File: src/rtl/mc_ctrl_fsm.sv
module mc_ctrl_fsm #(
  parameter int OPW = 6
) (
  input  logic           clk,
  input  logic           clr,
  input  logic [OPW-1:0] opcode,
  output logic           pc_wr,
  output logic           pc_wr_cond,
  output logic           addr_data,
  output logic           mem_rd,
  output logic           mem_wr,
  output logic           ir_wr,
  output logic           wb_mem,
  output logic           reg_wr,
  output logic           dst_rd,
  output logic           alu_a_reg,
  output logic [2:0]     alu_b_sel,
  output logic [1:0]     alu_cls,
  output logic [1:0]     pc_src
);
  localparam logic [OPW-1:0] OP_RT   = OPW'(0);
  localparam logic [OPW-1:0] OP_J    = OPW'(2);
  localparam logic [OPW-1:0] OP_BEQ  = OPW'(4);
  localparam logic [OPW-1:0] OP_ADDI = OPW'(8);
  localparam logic [OPW-1:0] OP_SLTI = OPW'(10);
  localparam logic [OPW-1:0] OP_ANDI = OPW'(12);
  localparam logic [OPW-1:0] OP_ORI  = OPW'(13);
  localparam logic [OPW-1:0] OP_LW   = OPW'(35);
  localparam logic [OPW-1:0] OP_SW   = OPW'(43);

  typedef enum logic [3:0] {
    S_FETCH, S_DECODE, S_ADDR, S_MRD, S_MWB, S_MWR,
    S_EXR, S_WBR, S_BR, S_JMP, S_EXIS, S_EXIZ, S_WBI
  } state_t;

  state_t st, nx;

  always_ff @(posedge clk or posedge clr)
    if (clr) st <= S_FETCH;
    else     st <= nx;

  always_comb begin
    nx = S_FETCH;
    case (st)
      S_FETCH:  nx = S_DECODE;
      S_DECODE:
        case (opcode)
          OP_LW, OP_SW:       nx = S_ADDR;
          OP_RT:              nx = S_EXR;
          OP_BEQ:             nx = S_BR;
          OP_J:               nx = S_JMP;
          OP_ADDI, OP_SLTI:   nx = S_EXIS;
          OP_ANDI, OP_ORI:    nx = S_EXIZ;
          default:            nx = S_FETCH;
        endcase
      S_ADDR:   nx = (opcode == OP_LW) ? S_MRD : S_MWR;
      S_MRD:    nx = S_MWB;
      S_EXR:    nx = S_WBR;
      S_EXIS,
      S_EXIZ:   nx = S_WBI;
      default:  nx = S_FETCH;
    endcase
  end

  always_comb begin
    {pc_wr, pc_wr_cond, addr_data, mem_rd, mem_wr, ir_wr} = '0;
    {wb_mem, reg_wr, dst_rd, alu_a_reg} = '0;
    alu_b_sel = 3'b000;
    alu_cls   = 2'b00;
    pc_src    = 2'b00;
    case (st)
      S_FETCH: begin
        mem_rd = 1'b1; ir_wr = 1'b1; pc_wr = 1'b1; alu_b_sel = 3'b001;
      end
      S_DECODE: alu_b_sel = 3'b011;
      S_ADDR: begin
        alu_a_reg = 1'b1; alu_b_sel = 3'b010;
      end
      S_MRD: begin
        mem_rd = 1'b1; addr_data = 1'b1;
      end
      S_MWB: begin
        reg_wr = 1'b1; wb_mem = 1'b1;
      end
      S_MWR: begin
        mem_wr = 1'b1; addr_data = 1'b1;
      end
      S_EXR: begin
        alu_a_reg = 1'b1; alu_cls = 2'b10;
      end
      S_WBR: begin
        reg_wr = 1'b1; dst_rd = 1'b1;
      end
      S_BR: begin
        alu_a_reg = 1'b1; alu_cls = 2'b01; pc_wr_cond = 1'b1; pc_src = 2'b01;
      end
      S_JMP: begin
        pc_wr = 1'b1; pc_src = 2'b10;
      end
      S_EXIS: begin
        alu_a_reg = 1'b1; alu_b_sel = 3'b010; alu_cls = 2'b11;
      end
      S_EXIZ: begin
        alu_a_reg = 1'b1; alu_b_sel = 3'b100; alu_cls = 2'b11;
      end
      S_WBI: reg_wr = 1'b1;
      default: ;
    endcase
  end
endmodule


File: config.mk
export PLATFORM = sky130hd
export DESIGN_NAME = mc_ctrl_fsm
export DESIGN_NICKNAME = d
export VERILOG_FILES = /design/src/rtl/mc_ctrl_fsm.sv
export SDC_FILE = /design/constraint.sdc
export NUM_CORES = 1
export LEC_CHECK = 0
export ABC_AREA = 1
export BUFFER_PORTS_ARGS = -buffer_cell sky130_fd_sc_hd__buf_2
export CAP_MARGIN = 20
export CORE_AREA = 10 10 47 49
export CTS_BUF_LIST = sky130_fd_sc_hd__clkbuf_8
export CTS_CLUSTER_DIAMETER = 80
export CTS_CLUSTER_SIZE = 24
export DETAILED_ROUTE_END_ITERATION = 10
export DIE_AREA = 0 0 57 59
export PLACE_DENSITY = 0.72
export RECOVER_POWER = 25
export SYNTH_ARGS = -nofsm -noshare
export SYNTH_HDL_FRONTEND = slang
export SYNTH_SLANG_ARGS = --single-unit
File: constraint.sdc
create_clock -name clk -period 1.2 [get_ports clk]
set_input_delay 0.06 -clock clk [delete_from_list [all_inputs] [get_ports clk]]
set_output_delay 0.06 -clock clk [all_outputs]
set_load 0.1 [all_outputs]
# Word level (Yosys, flattened, before mapping)
# Cells that the tools add are included.
# classes
addsub	0
mul	0
div	0
n_lt_le_gt_ge	0
n_eq_ne	20
shift	0
n_mux	16
bitwise	0
n_reduce_logical	12
# ops
cell	count
4-bit case mux with 6 select lines	2
6-bit by 4-bit equality test with 1-bit output (second input constant)	4
4-bit equality test (second input constant)	5
4-bit by 3-bit equality test with 1-bit output (second input constant)	4
2-bit OR reduction	8
6-bit equality test (second input constant)	2
3-bit case mux with 4 select lines	1
1-bit two-way mux	10
4-bit by 2-bit equality test with 1-bit output (second input constant)	2
6-bit by 2-bit equality test with 1-bit output (second input constant)	1
6-bit by 3-bit equality test with 1-bit output (second input constant)	1
6-bit logical NOT	1
2-bit case mux with 3 select lines	1
5-bit OR reduction	1
4-bit by 1-bit equality test with 1-bit output (second input constant)	1
4-bit logical NOT	1
2-bit case mux with 2 select lines	1
3-bit two-way mux	1
3-bit OR reduction	1
# totals
reg_bits	4
latchBits	0
ram_bits	0
romBits	0
input_bits	8
out_inout_bits	17
wordCells	49
mem_count	0

# Logic depth before layout (Yosys ltp)
# Gate-level depths: netlist (run 1).
# logic_depth
depth_word	4
depth_mapped	6

# Worst setup path after synthesis (run 1)
# No wires, ideal clock.
# synth_path
path_type	register to output
from	register st[1]
to	output port pc_wr
arrival_ps	3149
required_ps	1140
slack_ps	-2009
path_stages_with_launch	6
cell_sequence	dfrtp_1 nor2_1 inv_1 nor2_1 inv_1 o21ai_0
# synth_via
elab_chain_cells	3
elab_cells_between_ends	4
cone_classes	eq/ne: 1; mux: 1; reduce/logical: 2
# synth_rtl
item	line_no	text
start: declaration	36	state_t st, nx;
start signal: assignment	40	else st <= nx;
4-bit equality test or 4-bit logical NOT (tied branches)	71	case (st)
2-bit OR reduction (no line) (*)	n/a	
1-bit two-way mux (*)	71	
end: declaration	7	output logic pc_wr,
# Every way passes the cells marked *; elsewhere a longest branch is shown, timed or not.

# Worst setup path in the final report (run 1)
# layout_path
from	register st[2]
to	output port reg_wr
# layout_via
elab_chain_cells	3
elab_cells_between_ends	5
cone_classes	eq/ne: 3; mux: 1; reduce/logical: 1
# layout_rtl
item	line_no	text
4-bit by 3-bit equality test with 1-bit output or 4-bit equality test (tied branches)	71	
3-bit OR reduction (no line) (*)	n/a	
1-bit two-way mux (*)	71	
end: declaration	14	output logic reg_wr,
# Marked as above.

==> results of run 1 <==
-- cell usage in the layout, fill, tap and decap left out --
| cell type | netlist | routed |
|---|---|---|
| buf_4 | 1 | 12 |
| nand4_1 | 4 | 4 |
| nor2_2 | 4 | 4 |
| nand2_2 | 3 | 4 |
| nand3_1 | 6 | 6 |
| buf_12 | 0 | 17 |
| nor2_4 | 1 | 11 |
| a21oi_1 | 1 | 1 |
| nand2_8 | 0 | 1 |
| o21ai_1 | 2 | 1 |
| dfrtp_2 | 0 | 2 |
| inv_4 | 0 | 1 |
| buf_6 | 0 | 1 |
| buf_2 | 0 | 7 |
| o21ai_2 | 0 | 1 |
| o22ai_2 | 0 | 1 |
| dfrtp_1 | 4 | 2 |
| o21ai_4 | 0 | 1 |
| inv_1 | 14 | 6 |
| nor2_1 | 19 | 9 |
| o21ai_0 | 2 | 1 |
| dlygate4sd3_1 | 0 | 1 |
| inv_2 | 3 | 10 |
| o22ai_4 | 0 | 1 |
| nand2_4 | 1 | 2 |
| clkbuf_8 | 0 | 3 |
| nand2_1 | 14 | 11 |
-- worst max-delay path, stage by stage, from the launching register on --
cell	delay [ns]
dfrtp_1	0.43
inv_2	0.10
buf_4	0.14
buf_4	0.13
o22ai_4	0.18
buf_12	0.19
-- what timing repair did --
item	4_1_cts	5_1_grt
buffers inserted	2	4
cloned	0	0
endpoints found under the hold margin	4	0
resized for setup	10	9
pin swaps	2	6
setup endpoints to repair	18	19
hold buffers	1	0
-- path summary, 6_finish.rpt --
check,startpoint,cells past startpoint,slack (ns),to
max in group asynchronous,clr,3,0.75,st[1]$_DFF_PP0_
worst max register to register,st[2]$_DFF_PP0_,7,-0.04,st[1]$_DFF_PP0_
min in group asynchronous,clr,3,0.27,st[3]$_DFF_PP0_
worst max-delay path,st[2]$_DFF_PP0_,5,-0.26,reg_wr
worst min register to register,st[3]$_DFF_PP0_,5,0.79,st[0]$_DFF_PP0_
worst min-delay path,opcode[3],3,0.17,st[2]$_DFF_PP0_
-- routing by layer --
layer / wire length [um] / vias up
li1: - / 331
met1: 670 / 311
met2: 1130 / 16
met3: 96 / 2
met4: 29 / 0
met5: 0 / -
-- metrics by stage --
step	total power [mW]	area, um^2	utilization, %	TNS (ns)
final	2.78	1140	81.1	-3.22
after global routing	2.87	1140	81.1	-4.37
after CTS	2.67	1070	76.3	-2.84
after detailed placement	2.28	976	69.6	-0.166
after global placement	2.25	976	69.6	-0.0244
after floorplan	1.53	536	-	-5.86
-- logic make-up (layout without fill, tap and decap cells) --
kind of cell    after synthesis  count (layout)  synth area share (%)
buf+inv                      18              58                  15.7
compound gates                7               7                  8.26
flops                         4               4                  22.0
simple gates                 52              52                  54.0
-- cell type report --
cell class / instances / area share, %
Multi-Input combinational cell: 59 / 36.9
Inverter: 17 / 5.84
Timing Repair Buffer: 38 / 42.8
Sequential cell: 4 / 9.03
Clock buffer: 3 / 3.63
Tap cell: 16 / 1.76
-- where the power goes --
group | total [mW] | internal, mW | switching, mW
clock | 0.295 | 0.215 | 0.0806
sequential | 0.219 | 0.169 | 0.0504
combinational | 2.26 | 0.774 | 1.49
total | 2.78 | 1.16 | 1.62
==> flow_summary.ini, run 1 <==
[power_and_ir_drop]
ir_drop_mv = 1.42
powerDensity_nw_per_um2 = 2450
leakagePower_nw = 0.538

[detailed_routing]
first_iter_violations = 10
drc = 0
viasPerCell = 4.82
dr.pass1.iters = 3
ant_nets = 0
wirelength_mm = 1.92
wl_per_cell_um = 14.0
num_vias = 660

[global_route]
overflow = 0
grt_pass1_vias = 710
met2_usage_pct = 21.9
grt_max_degree = 7
groute.layer.met3.usage_pct = 4.08
grt_util_all_layers_pct = 11.7
antenna_found_initial = 0
grt-busiest-layer = met2
grt_pass1_wl_mm = 3.22
grtUsageMet1_pct = 10.8

[finish]
top_register = st
largestRegisters = st x4
multi_input_area_um2 = 419
antennaDiodeCount = 0
final_nets = 131
drive_gt1_share_pct = 65.3
largest_reg_flops = 4
fillCellCount = 90
regArea_um2 = 103
instances_no_fill = 137
area_delta_synth_final_pct = 150

[timing]
drv_slew = 0
fin_crit_ns = 1.46
fin_ws_ns = -0.263
max_freq_mhz = 684
max_slew_margin_pct = 84.8
worstMarginPinSlew_ns = 0.227
hold_viol = 0
setup_viol = 19
fin_crit_sh_pct = 122
rsz0062_at_grt = yes
finClkSkew_ns = 0.00136
hold_ws_ns = 0.167

[synthesis]
synthTopCellsByCount = 19 x nor2_1, 14 x inv_1, 14 x nand2_1
syn-cell-area_um2 = 454
synth_top_area_cell = dfrtp_1
synth_most_common_cell = nor2_1
yosys_warnings = 0
synthFlopType = dfrtp_1
syn_inst = 81
ys_top_cells_by_area = dfrtp_1 22%, nor2_1 16%, inv_1 12%
synth_top_area_share_pct = 22.0
yosys.cell_types.count = 16
synth_seq_cells = 4
synthArstFlopShare_pct = 100
syn_area_per_cell_um2 = 5.61
seq_area_frac_synth_pct = 22.0
syn_nets = 89
synth_edf_count = 0

[worst_setup_path]
startpoint_type = flip-flop
worstSetupPathType = flip-flop to output pin
end_kind = output pin
cp.required_ns = 1.14
cp_data_arrival_time_ns = 1.40
path_max_fanout = 3

[clocking]
cts-root-buf = clkbuf_8
cts_inserted_buffers = 3
htreeDepth = 1
cts_sinks = 4
cts_buffer_depth = 2
cts_tree = built
clkLatencyLatePin_ns = 0.22
path_clk_slew_ns = 0.03

[floorplan]
rows = 14
core_um2 = 1400
die-area_um2 = 3360
die-width_um = 57
dieHeight_um = 59
start_util_pct = 32.4
io_pins = 25

[status]
outcome = complete, but fails checks
violations = setup timing

[min_path]
worstHoldPathType = input pin to flip-flop

[place]
place_ws_ns = -0.0567
dp.cells = 127
place.gp.congestion = 0.809
dp_hpwl_mm = 1.55
port_buffers = 24

[flow_run]
cap_violations = 0
(Power assumes the default switching activity.)
==> run 2, diff against run 1 <==
--- a/config.mk
+++ b/config.mk
@@ -14,6 +14,7 @@
 export CTS_CLUSTER_SIZE = 24
 export DETAILED_ROUTE_END_ITERATION = 10
 export DIE_AREA = 0 0 57 59
+export MAX_ROUTING_LAYER = met4
 export PLACE_DENSITY = 0.72
 export RECOVER_POWER = 25
 export SYNTH_ARGS = -nofsm -noshare
==> run 2 against run 1 <==
Effect of this change:
- the run still ends with setup timing left
- register-to-register slack about the same
- die area is the same
- fmax rose by 0.14%
- power rose by 0.12%
- non-clock buffer count unchanged
- first-iteration DRC count did not move
- global-route usage is 0.33 points higher
- combinational power barely moved
- cell count did not move
- critical path type unchanged
- critical endpoint unchanged
- largest power group unchanged
==> flow_summary.ini, run 2 (synthesized netlist as in run 1, its figures left out) <==
[status]
outcome = complete, but fails checks
violations = setup timing

[worst_setup_path]
worst-path-buf-inv = 4
max_stage_delay_ns = 0.43
worstSetupPathType = flip-flop to output pin
path_max_fanout = 3
cp.required_ns = 1.14
end_kind = output pin
cp_data_arrival_time_ns = 1.40
crit_chain = inv_2 -> buf_4 -> buf_4 -> o22ai_4 -> buf_12
critPathMostFrequentCell = buf_4
cp_slowest_cell = dfrtp_1
crit_family = buffers and inverters
startpoint_type = flip-flop

[detailed_routing]
dr.pass1.iters = 3
wirelength_mm = 1.94
wl_per_cell_um = 14.1
drc = 0
highest_layer = met4
ant_nets = 0
route.layer.met1.wl_um = 690
dr_wl_met2_mm = 1.13
num_vias = 659
first_iter_violations = 10
viasPerCell = 4.81
met3_length_um = 86

[global_route]
grt_pass1_wl_mm = 3.22
overflow = 0
antenna_found_initial = 0
grt_pass1_vias = 710
grt_max_degree = 7
grt_util_all_layers_pct = 12.0

[place]
place.gp.congestion = 0.821
port_buffers = 24
dp.cells = 127
dp_hpwl_mm = 1.55
post_dp_cell_area_um2 = 976

[timing]
fin_crit_sh_pct = 122
setup_viol = 19
hold_viol = 0
finClkSkew_ns = 0.00134
fin_crit_ns = 1.46
max_freq_mhz = 684
rsz0062_at_grt = yes
max_slew_margin_pct = 84.5
drv_slew = 0
worstMarginPinSlew_ns = 0.231
fin_ws_ns = -0.261

[floorplan]
die-width_um = 57
rows = 14
start_util_pct = 32.4
die-area_um2 = 3360
core_um2 = 1400
io_pins = 25
dieHeight_um = 59

[min_path]
worstHoldPathType = input pin to flip-flop

[flow_run]
cap_violations = 0

[finish]
area_delta_synth_final_pct = 150
finalInstanceArea_um2 = 1140
final_nets = 131
largest_reg_flops = 4
instances_no_fill = 137
regArea_um2 = 103
largestRegisters = st x4
top_register = st
final_cell_mix = 17 x buf_12, 12 x buf_4, 11 x nand2_1, 11 x nor2_4, 10 x inv_2
multi_input_area_um2 = 419
final_util_pct = 81.1
fillCellCount = 90
final_common_cell = buf_12
drive_gt1_share_pct = 65.3
antennaDiodeCount = 0

[power_and_ir_drop]
clkPwrFrac_pct = 10.6
p_comb_share_pct = 81.5
ir_drop_mv = 1.42
leakagePower_nw = 0.538
switching_share_pct = 58.4
powerDensity_nw_per_um2 = 2450
p_seq_share_pct = 7.9
intPower_mw = 1.16
p_sw_mw = 1.62

[clocking]
htreeDepth = 1
cts_inserted_buffers = 3
cts_sinks = 4
cts-root-buf = clkbuf_8
cts_tree = built
clkLatencyLatePin_ns = 0.22
cts_buffer_depth = 2
path_clk_slew_ns = 0.03
## run 2: cell type report
class | count | share of cell area, %
Clock buffer | 3 | 3.63
Inverter | 17 | 5.84
Multi-Input combinational cell | 59 | 36.9
Sequential cell | 4 | 9.03
Tap cell | 16 | 1.76
Timing Repair Buffer | 38 | 42.8
## run 2: power by group through the flow
stage | Combinational, mW | Clock, mW | Sequential, mW
6_report | 2.27 | 0.295 | 0.219
3_3_place_gp | 2.05 | 0 | 0.199
2_1_floorplan | 1.34 | 0 | 0.196
4_1_cts | 2.16 | 0.303 | 0.214
5_1_grt | 2.34 | 0.308 | 0.226
3_5_place_dp | 2.08 | 0 | 0.205
## run 2: layer usage
layer,track usage (%),vias up
li1,-,331
met1,10.9,310
met2,21.9,16
met3,3.86,2
met4,6.71,0
met5,-,-
## run 2: tightest hold or removal path, delay by kind of cell
| kind | cells | cell delay, ns |
|---|---|---|
| AOI/OAI and AO/OA | 1 | 0.08 |
| buffers and inverters | 1 | 0.13 |
| and+or+nand+nor | 1 | 0.08 |
## run 2: final timing paths
| path | from | end | slack (ns) | cells after the start |
|---|---|---|---|---|
| hold reg to reg | st[3]$_DFF_PP0_ | st[0]$_DFF_PP0_ | 0.79 | 5 |
| max in group asynchronous | clr | st[1]$_DFF_PP0_ | 0.75 | 3 |
| hold / removal | opcode[3] | st[2]$_DFF_PP0_ | 0.17 | 3 |
| setup / recovery | st[2]$_DFF_PP0_ | reg_wr | -0.26 | 5 |
| min in group asynchronous | clr | st[3]$_DFF_PP0_ | 0.28 | 3 |
| setup reg to reg | st[2]$_DFF_PP0_ | st[1]$_DFF_PP0_ | -0.04 | 7 |
## run 2: per-stage QoR
step	TNS [ns]	worst slack [ns]	hold slack (ns)	total power, mW
after floorplan	-5.86	-0.779	-0.174	1.53
after global placement	-0.0244	-0.0164	-0.0519	2.25
after detailed placement	-0.166	-0.0567	-0.0473	2.28
after CTS	-2.84	-0.239	0.156	2.67
after global routing	-4.37	-0.329	0.216	2.87
final	-3.20	-0.261	0.167	2.78
## run 2: repair_timing
| action | 4_1_cts | 5_1_grt |
|---|---|---|
| endpoints found under the hold margin | 4 | 0 |
| setup endpoints to repair | 18 | 19 |
| setup buffers | 2 | 4 |
| resized for setup | 10 | 9 |
| gates cloned | 0 | 0 |
| pin swaps | 2 | 6 |
| hold buffers | 1 | 0 |
==> run 3, diff against run 2 <==
--- a/config.mk
+++ b/config.mk
@@ -15,7 +15,7 @@
 export DETAILED_ROUTE_END_ITERATION = 10
 export DIE_AREA = 0 0 57 59
 export MAX_ROUTING_LAYER = met4
-export PLACE_DENSITY = 0.72
+export PLACE_DENSITY_LB_ADDON = 0.05
 export RECOVER_POWER = 25
 export SYNTH_ARGS = -nofsm -noshare
 export SYNTH_HDL_FRONTEND = slang
==> constraint.sdc (replaced) <==
create_clock -name clk -period 1.6 [get_ports clk]
set_input_delay 0.08 -clock clk [delete_from_list [all_inputs] [get_ports clk]]
set_output_delay 0.08 -clock clk [all_outputs]
set_load 0.1 [all_outputs]
==> run 3 against run 2 <==
Effect of this change:
- the flow now finishes without violations
- flip-flop and latch count is the same
- die area unchanged
- cell count fell by 9.5%
- clock skew grew 0.0043 ns
- count of clock-buffer cells in the layout unchanged
- critical path type unchanged
- sequential power shrank 32%
- via count fell by 12%
- power down 34%
==> flow_summary.ini, run 3 (synthesized netlist as in run 1, its figures left out) <==
[clocking]
path_clk_slew_ns = 0.03
cts_sinks = 4
clkLatencyLatePin_ns = 0.22
cts_tree = built
cts-root-buf = clkbuf_8
post_cts_buffers = 0
cts_buffer_depth = 2
htreeDepth = 1
cts_inserted_buffers = 3

[detailed_routing]
wirelength_mm = 1.46
first_iter_violations = 19
drc = 0
dr.pass1.iters = 4
wl_per_cell_um = 11.8
num_vias = 578
ant_nets = 0
viasPerCell = 4.66

[floorplan]
io_pins = 25
die-width_um = 57
core_um2 = 1400
start_util_pct = 32.4
die-area_um2 = 3360
dieHeight_um = 59
rows = 14

[min_path]
hold_depth = 3
worstHoldPathType = input pin to flip-flop
worstHoldStart = opcode[3]
hold_path_end = st[2]$_DFF_PP0_

[worst_setup_path]
rr_startpoint = st[1]$_DFF_PP0_
cp_data_arrival_time_ns = 1.44
startpoint_type = flip-flop
end_kind = output pin
worstSetupPathType = flip-flop to output pin
path_max_fanout = 5
rrSetupSlack_ns = 0.44
ff2ff_path_depth = 5
timing.rr.end = st[1]$_DFF_PP0_
cp.required_ns = 1.52

[timing]
fin_crit_ns = 1.52
finClkSkew_ns = 0.00561
hold_viol = 0
worstMarginPinSlew_ns = 0.492
max_freq_mhz = 657
max_slew_margin_pct = 67.4
rsz0062_at_grt = no
setup_viol = 0
fin_tns_setup_ns = 0
fin_crit_sh_pct = 95.1
drv_slew = 0

[power_and_ir_drop]
power_mw = 1.84
leakagePower_nw = 0.453
ir_drop_mv = 1.29
powerDensity_nw_per_um2 = 2080

[finish]
drive_gt1_share_pct = 48.1
finalInstanceArea_um2 = 882
largestRegisters = st x4
final_cell_mix = 16 x nor2_1, 12 x nand2_1, 12 x buf_2, 12 x buf_12, 10 x inv_1
final_common_cell = nor2_1
area_delta_synth_final_pct = 94.2
top_register = st
final_nets = 118
antennaDiodeCount = 0
largest_reg_flops = 4

[place]
place.gp.congestion = 0.808
port_buffers = 24
dp_hpwl_mm = 1.26
post_dp_cell_area_um2 = 831

[status]
outcome = finished, final reports clean

[global_route]
antenna_found_initial = 0
overflow = 0
grt_util_all_layers_pct = 8.76
grt_max_degree = 7
grt_pass1_wl_mm = 2.39
grt_pass1_vias = 550

[flow_run]
cap_violations = 0
## run 3: worst max path at each step
| stage | startpoint | end | slack, ns |
|---|---|---|---|
| 2_1_floorplan | st[2]$_DFF_PP0_ | alu_a_reg | -0.46 |
| 3_3_place_gp | st[1]$_DFF_PP0_ | pc_wr_cond | 0.32 |
| 3_5_place_dp | st[1]$_DFF_PP0_ | addr_data | 0.31 |
| 4_1_cts | st[2]$_DFF_PP0_ | addr_data | 0.08 |
| 5_1_grt | st[1]$_DFF_PP0_ | addr_data | 0.02 |
| 6_report | st[1]$_DFF_PP0_ | addr_data | 0.08 |
## run 3: through the flow
| stage | setup slack [ns] | std cells | util (%) | hold WS (ns) |
|---|---|---|---|---|
| 2_1_floorplan | -0.464 | 81 | - | -0.154 |
| 3_3_place_gp | 0.319 | 120 | 59.3 | -0.0409 |
| 3_5_place_dp | 0.310 | 120 | 59.3 | -0.0355 |
| 4_1_cts | 0.0764 | 124 | 62.9 | 0.162 |
| 5_1_grt | 0.0170 | 124 | 62.9 | 0.187 |
| 6_report | 0.0780 | 124 | 62.9 | 0.165 |
## run 3: power by group
group          total, mW  internal, mW  switching [mW]  leakage, nW
sequential         0.149         0.124          0.0250       0.0532
clock              0.213         0.160          0.0527       0.0216
combinational       1.48         0.446            1.03        0.379
## run 3: critical path: stages, from the launching register on
cell and delay [ns]:
dfrtp_1 0.41, nand2_1 0.18, nor2_2 0.18, inv_1 0.13, o21ai_2 0.11, buf_12 0.20
## run 3: layout make-up
type,instances,area (um^2)
Fill cell,128,519
Sequential cell,4,100
Tap cell,16,20.0
Clock buffer,3,41.3
Timing Repair Buffer,25,310
Inverter,17,66.3
Multi-Input combinational cell,59,344
## run 3: what timing repair did
action                     in CTS  in global routing
hold buffers                    1                  0
gates resized for setup         0                  1
setup endpoints to repair       0                  1
hold endpoints to repair        4                  0
## run 3: layer usage
layer	track usage, %	vias to the layer above	wire, um
li1	-	304	-
met1	8.21	255	580
met2	14.6	17	749
met3	3.43	2	110
met4	6.04	0	20
met5	-	-	0
